File: src/rtl/bridge_pkg.sv
// Package: shared constants and types for the wide-to-narrow adapter.
// Assumes a master data path of two slave halfwords.
package bridge_pkg;

    localparam int HALF_W   = 16;
    localparam int HALVES   = 2;
    localparam int WIDE_W   = HALF_W * HALVES;
    localparam int HBE_W    = HALF_W / 8;
    localparam int WBE_W    = WIDE_W / 8;

    typedef enum logic [1:0] {
        KIND_BYTE_EN = 2'd0,
        KIND_NATIVE  = 2'd1,
        KIND_LEGACY  = 2'd2,
        KIND_NATIVE2 = 2'd3
    } kind_e;

    typedef enum logic [1:0] {
        ST_IDLE  = 2'd0,
        ST_ISSUE = 2'd1,
        ST_RESP  = 2'd2
    } state_e;

    typedef struct packed {
        logic [HBE_W-1:0]  be;
        logic [HALF_W-1:0] data;
    } half_t;

endpackage

File: src/rtl/bridge_planner.sv
// Module: bridge_planner
// Purpose: from the master byte enables, write data and slave kind, decide
// which halves need a slave transfer and what byte enables and data each
// half carries. Purely combinational.
// Assumes: the master holds its inputs stable for the whole access.
module bridge_planner
    import bridge_pkg::*;
(
    input  logic [1:0]        kind,
    input  logic [WBE_W-1:0]  be,
    input  logic [WIDE_W-1:0] wdata,
    output logic [HALVES-1:0] need,
    output half_t             plan [HALVES]
);

    logic legacy;
    logic with_be;

    // decode slave style
    always_comb begin
        legacy  = (kind == KIND_LEGACY);
        with_be = (kind == KIND_BYTE_EN);
    end

    for (genvar h = 0; h < HALVES; h++) begin : g_half
        logic [HBE_W-1:0]  pair;
        logic [HALF_W-1:0] raw;
        logic [HALF_W-1:0] masked;

        // slice this half out of the wide bus
        always_comb begin
            pair = be[h*HBE_W +: HBE_W];
            raw  = wdata[h*HALF_W +: HALF_W];
            for (int b = 0; b < HBE_W; b++) begin
                masked[b*8 +: 8] = pair[b] ? raw[b*8 +: 8] : 8'h00;
            end
        end

        // choose transfer need, byte enables and data per slave style
        always_comb begin
            if (legacy) begin
                need[h]      = (h == 0);
                plan[h].be   = '1;
                plan[h].data = raw;
            end else if (with_be) begin
                need[h]      = |pair;
                plan[h].be   = pair;
                plan[h].data = raw;
            end else begin
                need[h]      = |pair;
                plan[h].be   = '1;
                plan[h].data = masked;
            end
        end
    end

endmodule

File: src/rtl/bridge_seq.sv
// Module: bridge_seq
// Purpose: sequence one or two slave transfers for a master access, honour
// slave stalls, gather read halves and release the master for one cycle.
// Assumes: the master request stays high until m_waitreq is seen low.
module bridge_seq
    import bridge_pkg::*;
(
    input  logic              clk,
    input  logic              rst_n,
    input  logic              req,
    input  logic              is_wr,
    input  logic [HALVES-1:0] need,
    input  logic              s_waitreq,
    input  logic [HALF_W-1:0] s_rdata,
    output logic              s_read,
    output logic              s_write,
    output logic              half_q,
    output logic              m_waitreq,
    output logic [WIDE_W-1:0] m_rdata
);

    state_e            state;
    logic              wr_q;
    logic [WIDE_W-1:0] gather_q;
    logic              accept;

    // a slave transfer completes this cycle
    always_comb begin
        accept = (state == ST_ISSUE) && !s_waitreq;
    end

    // state, half pointer, direction and gather register
    always_ff @(posedge clk) begin
        if (!rst_n) begin
            state    <= ST_IDLE;
            half_q   <= 1'b0;
            wr_q     <= 1'b0;
            gather_q <= '0;
        end else begin
            case (state)
                ST_IDLE: begin
                    if (req) begin
                        gather_q <= '0;
                        wr_q     <= is_wr;
                        half_q   <= !need[0];
                        state    <= (|need) ? ST_ISSUE : ST_RESP;
                    end
                end
                ST_ISSUE: begin
                    if (accept) begin
                        if (!wr_q) begin
                            gather_q[half_q*HALF_W +: HALF_W] <= s_rdata;
                        end
                        if (!half_q && need[1]) begin
                            half_q <= 1'b1;
                        end else begin
                            state <= ST_RESP;
                        end
                    end
                end
                default: state <= ST_IDLE;
            endcase
        end
    end

    // drive strobes and the master handshake from the state
    always_comb begin
        s_read    = (state == ST_ISSUE) && !wr_q;
        s_write   = (state == ST_ISSUE) && wr_q;
        m_waitreq = (state != ST_RESP);
        m_rdata   = gather_q;
    end

    assert_one_strobe_R10: assert property (@(posedge clk) disable iff (!rst_n)
        !(s_read && s_write));

    // release lasts one cycle only
    assert_single_release_R7: assert property (@(posedge clk) disable iff (!rst_n)
        !m_waitreq |=> m_waitreq);

    // reset leaves no strobe behind
    assert_reset_idle_R9: assert property (@(posedge clk)
        !rst_n |=> (!s_read && !s_write && m_waitreq));

endmodule

File: src/rtl/wide_narrow_bridge.sv
// Module: wide_narrow_bridge
// Purpose: adapt a 32-bit master with byte enables to a 16-bit slave that
// either has byte enables or is native (whole-halfword) style.
// Assumes: word-aligned master addresses; slave_kind stable during an access.
module wide_narrow_bridge
    import bridge_pkg::*;
#(
    parameter int ADDR_W = 32
) (
    input  logic              clk,
    input  logic              rst_n,
    input  logic [1:0]        slave_kind,
    input  logic [ADDR_W-1:0] m_addr,
    input  logic              m_read,
    input  logic              m_write,
    input  logic [3:0]        m_be,
    input  logic [31:0]       m_wdata,
    output logic [31:0]       m_rdata,
    output logic              m_waitreq,
    output logic [ADDR_W-1:0] s_addr,
    output logic              s_read,
    output logic              s_write,
    output logic [1:0]        s_be,
    output logic [15:0]       s_wdata,
    input  logic [15:0]       s_rdata,
    input  logic              s_waitreq
);

    localparam int WORD_LSB = $clog2(WBE_W);

    logic [HALVES-1:0] need;
    half_t             plan [HALVES];
    logic              half_q;

    bridge_planner u_planner (
        .kind  (slave_kind),
        .be    (m_be),
        .wdata (m_wdata),
        .need  (need),
        .plan  (plan)
    );

    bridge_seq u_seq (
        .clk       (clk),
        .rst_n     (rst_n),
        .req       (m_read || m_write),
        .is_wr     (m_write),
        .need      (need),
        .s_waitreq (s_waitreq),
        .s_rdata   (s_rdata),
        .s_read    (s_read),
        .s_write   (s_write),
        .half_q    (half_q),
        .m_waitreq (m_waitreq),
        .m_rdata   (m_rdata)
    );

    // form the slave halfword address and select the current half's plan
    always_comb begin
        s_addr  = {1'b0, m_addr[ADDR_W-1:WORD_LSB], half_q};
        s_be    = plan[half_q].be;
        s_wdata = plan[half_q].data;
    end

    // a stalled transfer is held unchanged
    assert_hold_stable_R8: assert property (@(posedge clk) disable iff (!rst_n)
        ((s_read || s_write) && s_waitreq) |=>
            ($stable(s_addr) && $stable(s_be) && $stable(s_wdata)
             && $stable(s_read) && $stable(s_write)));

    assert_native_full_be_R4: assert property (@(posedge clk) disable iff (!rst_n)
        ((slave_kind == KIND_NATIVE || slave_kind == KIND_NATIVE2)
         && (s_read || s_write)) |-> (s_be == 2'b11));

    assert_be_nonzero_R2: assert property (@(posedge clk) disable iff (!rst_n)
        ((slave_kind == KIND_BYTE_EN) && (s_read || s_write)) |-> (s_be != 2'b00));

    assert_legacy_low_only_R5: assert property (@(posedge clk) disable iff (!rst_n)
        ((slave_kind == KIND_LEGACY) && (s_read || s_write)) |-> (!s_addr[0] && s_be == 2'b11));

endmodule

File: config.mk
export PLATFORM = sky130hd
export DESIGN_NAME = wide_narrow_bridge
export DESIGN_NICKNAME = d
export VERILOG_FILES = /design/src/rtl/bridge_pkg.sv /design/src/rtl/bridge_planner.sv /design/src/rtl/bridge_seq.sv /design/src/rtl/wide_narrow_bridge.sv
export SDC_FILE = /design/constraint.sdc
export NUM_CORES = 1
export LEC_CHECK = 0
export BUFFER_PORTS_ARGS = -buffer_cell sky130_fd_sc_hd__buf_2
export CORE_MARGIN = 5
export CORE_UTILIZATION = 25
export DETAILED_ROUTE_END_ITERATION = 7
export SKIP_CTS_REPAIR_TIMING = 1
export SLEW_MARGIN = 15
export SYNTH_ARGS = -nofsm -noshare
export SYNTH_HDL_FRONTEND = slang
export SYNTH_SLANG_ARGS = --single-unit
File: constraint.sdc
create_clock -name clk -period 1.97 [get_ports clk]
set_clock_uncertainty 0.05 [all_clocks]
set_input_delay 0.394 -clock clk [delete_from_list [all_inputs] [get_ports clk]]
set_output_delay 0.394 -clock clk [all_outputs]
set_load 0.05 [all_outputs]
==> reports/summary.txt <==
Outcome -> complete, no violations
Non-filler cells, final -> 425
Ratio of cells with drive above 1 in the final layout -> 46.25%
Pleak -> 1.218 nW
Post-synth EDFFs -> 0
Max-slew violations -> 0
Clock sinks -> 36
Final period util -> 96.77%
Largest net degree at the start of global routing -> 54
Cell Rows -> 33
Root Buffer -> clkbuf_8
RSZ-0062 raised after global routing -> no
Slew margin rel. -> 52.84%
Post-Place Cells -> 417
Worst endpoint required time -> 1.53 ns
Vias in the first global route -> 2156
GP Congestion -> 0.8036
Reg area -> 721.9 um2
Critical-path maximum fanout -> 53
Final #Nets -> 410
Core Box Area -> 8134 um2
Synth top area share -> 34.93%
Post-synthesis sequential area ratio -> 34.93%
DR WL/cell -> 15.91 um
Post-DP HPWL -> 5.081 mm
CTS tree -> yes
P&R area growth vs syn -> 30.81%
Final setup margin -> 0.06372 ns
Die extent in y -> 100.8 um
Arrival time worst endpoint -> 1.46 ns
Top cells by area, synth -> dfxtp_1 35%, buf_4 12%, a22o_1 6.8%
Slew @ Worst Pin -> 0.7073 ns
Yosys Warn Count -> 0
Kind of cell adding the most delay to the critical path -> buffers and inverters
First drt pass iteration count -> 5
Fin util -> 33.18%
# DRC -> 0
Crit-path max cell delay -> 0.36 ns
# Max-Cap Violations -> 0
Initial Utilization -> 25.37%
Finished Cell Area -> 2699 um2
Initial antenna violation count -> 0
CP Class -> reg -> out
Later-pin clock latency in the skew report -> 0.28 ns
PD cells -> 889.8 nW/um2
Worst slack at placement -> -0.1602 ns
GRT Util Overall -> 12.53%
Fillers -> 880
Biggest area consumer among synthesized cells -> dfxtp_1
Post-synthesis cell area -> 2063 um2
Post-Synthesis Cells -> 247
N_diodes -> 0
H-tree depth -> 2
Post-synth top flop -> dfxtp_1
Syn Area/Cell -> 8.353 um2
Tot Pwr -> 2.402 mW
Die W -> 100.8 um
Die ar. -> 10170 um2
Worst Setup End Kind -> primary output
Final setup viols -> 0
CTS Buf Count -> 5
GRT busiest layer -> met2
Synth cell count leaders -> 36 x dfxtp_1, 36 x nand2_1, 33 x buf_4
Met1 usage -> 14.61%
Crit start category -> flop
Slowest cell on the critical path -> dfxtp_2
Multi-input gate area -> 1081 um2
GR Util met2 -> 21.37%
Vias post-DR -> 2109
Synth cell types -> 33
Clock Path Buffers -> 2
# port buffers -> 112
Vias per cell -> 4.962
Initial DRC count -> 93
ANT nets after route -> 0
Routed wire length -> 6.761 mm
Synth Register Bits -> 36
Tmin final -> 1.906 ns
Critical path buffers and inverters -> 2
Critical path, cell by cell -> buf_12, nand2_1, o22ai_2, buf_2
Fmax -> 524.6 MHz
Post-placement cell area -> 2566 um2
Grt met3 use -> 3.945%
First-pass GRT wire length -> 10.34 mm
Gr ovfl total -> 0
HP Class -> in -> reg
Io pins -> 176
FFs w/ async S/R, synth -> 0%
Final Hold Vio Count -> 0
Clk pin slew, worst setup/hold paths -> 0.07 ns
Maximum VDD drop -> 0.0004927 V
Net count after synthesis -> 338
## registers in the layout (all words and copies together) (netlist names)
register / count
u_seq.half_q: 1
u_seq.m_rdata: 32
u_seq.state: 2
u_seq.wr_q: 1
## worst reg2reg max path: cells and delay by family (launching register included)
| kind | cells | cell delay [ns] |
|---|---|---|
| AO/OA/AOI/OAI | 3 | 1.10 |
| flip-flops | 1 | 0.37 |
## stage by stage
step | TNS (ns) | hold slack, ns
finish | 0 | 0.2868
global route | 0 | 0.2795
CTS | -1.818 | 0.2784
detailed placement | -1.872 | 0.4126
global placement | -1.408 | 0.4064
floorplan | 0 | 0.4695
## power by group
group	internal [mW]	switching, mW	leakage [nW]	total (mW)
Combinational	0.277	0.688	0.871	0.965
Sequential	0.765	0.0365	0.292	0.802
Clock	0.376	0.259	0.0552	0.634
Total	1.42	0.983	1.22	2.40
## routing by layer
layer  share of wire, %  up-vias
met5                  0        -
met4                1.6        0
met3                7.8       22
met2                 50       85
met1                 41      992
li1                   -     1010
## cells in the final DEF (no fill, tap or decap), drive strengths merged
cell / Yosys / routed
or4b: 1 / 1
nor2: 7 / 7
nor4: 3 / 3
and3: 1 / 1
dfxtp: 36 / 36
a22o: 16 / 16
o221a: 1 / 1
nand2b: 6 / 6
clkbuf: 12 / 14
clkinv: 1 / 2
mux2i: 2 / 2
bufinv: 0 / 1
nand2: 36 / 36
nand3: 16 / 16
o221ai: 16 / 16
nor4b: 1 / 1
nor2b: 3 / 3
conb: 1 / 1
or2: 1 / 1
nor3: 2 / 2
a21boi: 17 / 17
a21o: 1 / 1
inv: 2 / 2
o21ai: 2 / 2
o31a: 2 / 2
o32ai: 1 / 1
o311a: 1 / 1
o22ai: 16 / 16
buf: 42 / 111
a31oi: 1 / 1
## layout make-up
class / count / area share, %
Timing Repair Buffer: 119 / 23.92
Sequential cell: 36 / 26.75
Clock inverter: 2 / 1.298
Tap cell: 105 / 4.868
Inverter: 3 / 0.4172
Clock buffer: 6 / 2.689
Multi-Input combinational cell: 154 / 40.06
## logic make-up (layout without fill, tap and decap cells)
| logic type | count (synthesis) | count (layout) | synth area share, % |
|---|---|---|---|
| buf+inv | 57 | 130 | 17.77 |
| other cells | 1 | 1 | 0.1818 |
| simple gates | 77 | 77 | 18.07 |
| mux | 2 | 2 | 0.9703 |
| compound gates | 74 | 74 | 28.08 |
| flops | 36 | 36 | 34.93 |
## path summary, 6_finish.rpt
kind | start | end | slack (ns) | cells past startpoint
max | u_seq.half_q$_SDFFE_PN0P_ | s_wdata[7] | 0.06 | 4
min reg2reg | u_seq.m_rdata[4]$_SDFFE_PN0P_ | u_seq.m_rdata[4]$_SDFFE_PN0P_ | 0.42 | 1
max reg2reg | u_seq.wr_q$_SDFFE_PN0P_ | u_seq.m_rdata[0]$_SDFFE_PN0P_ | 0.33 | 3
min | s_rdata[15] | u_seq.m_rdata[15]$_SDFFE_PN0P_ | 0.29 | 2
(Power assumes the default switching activity.)
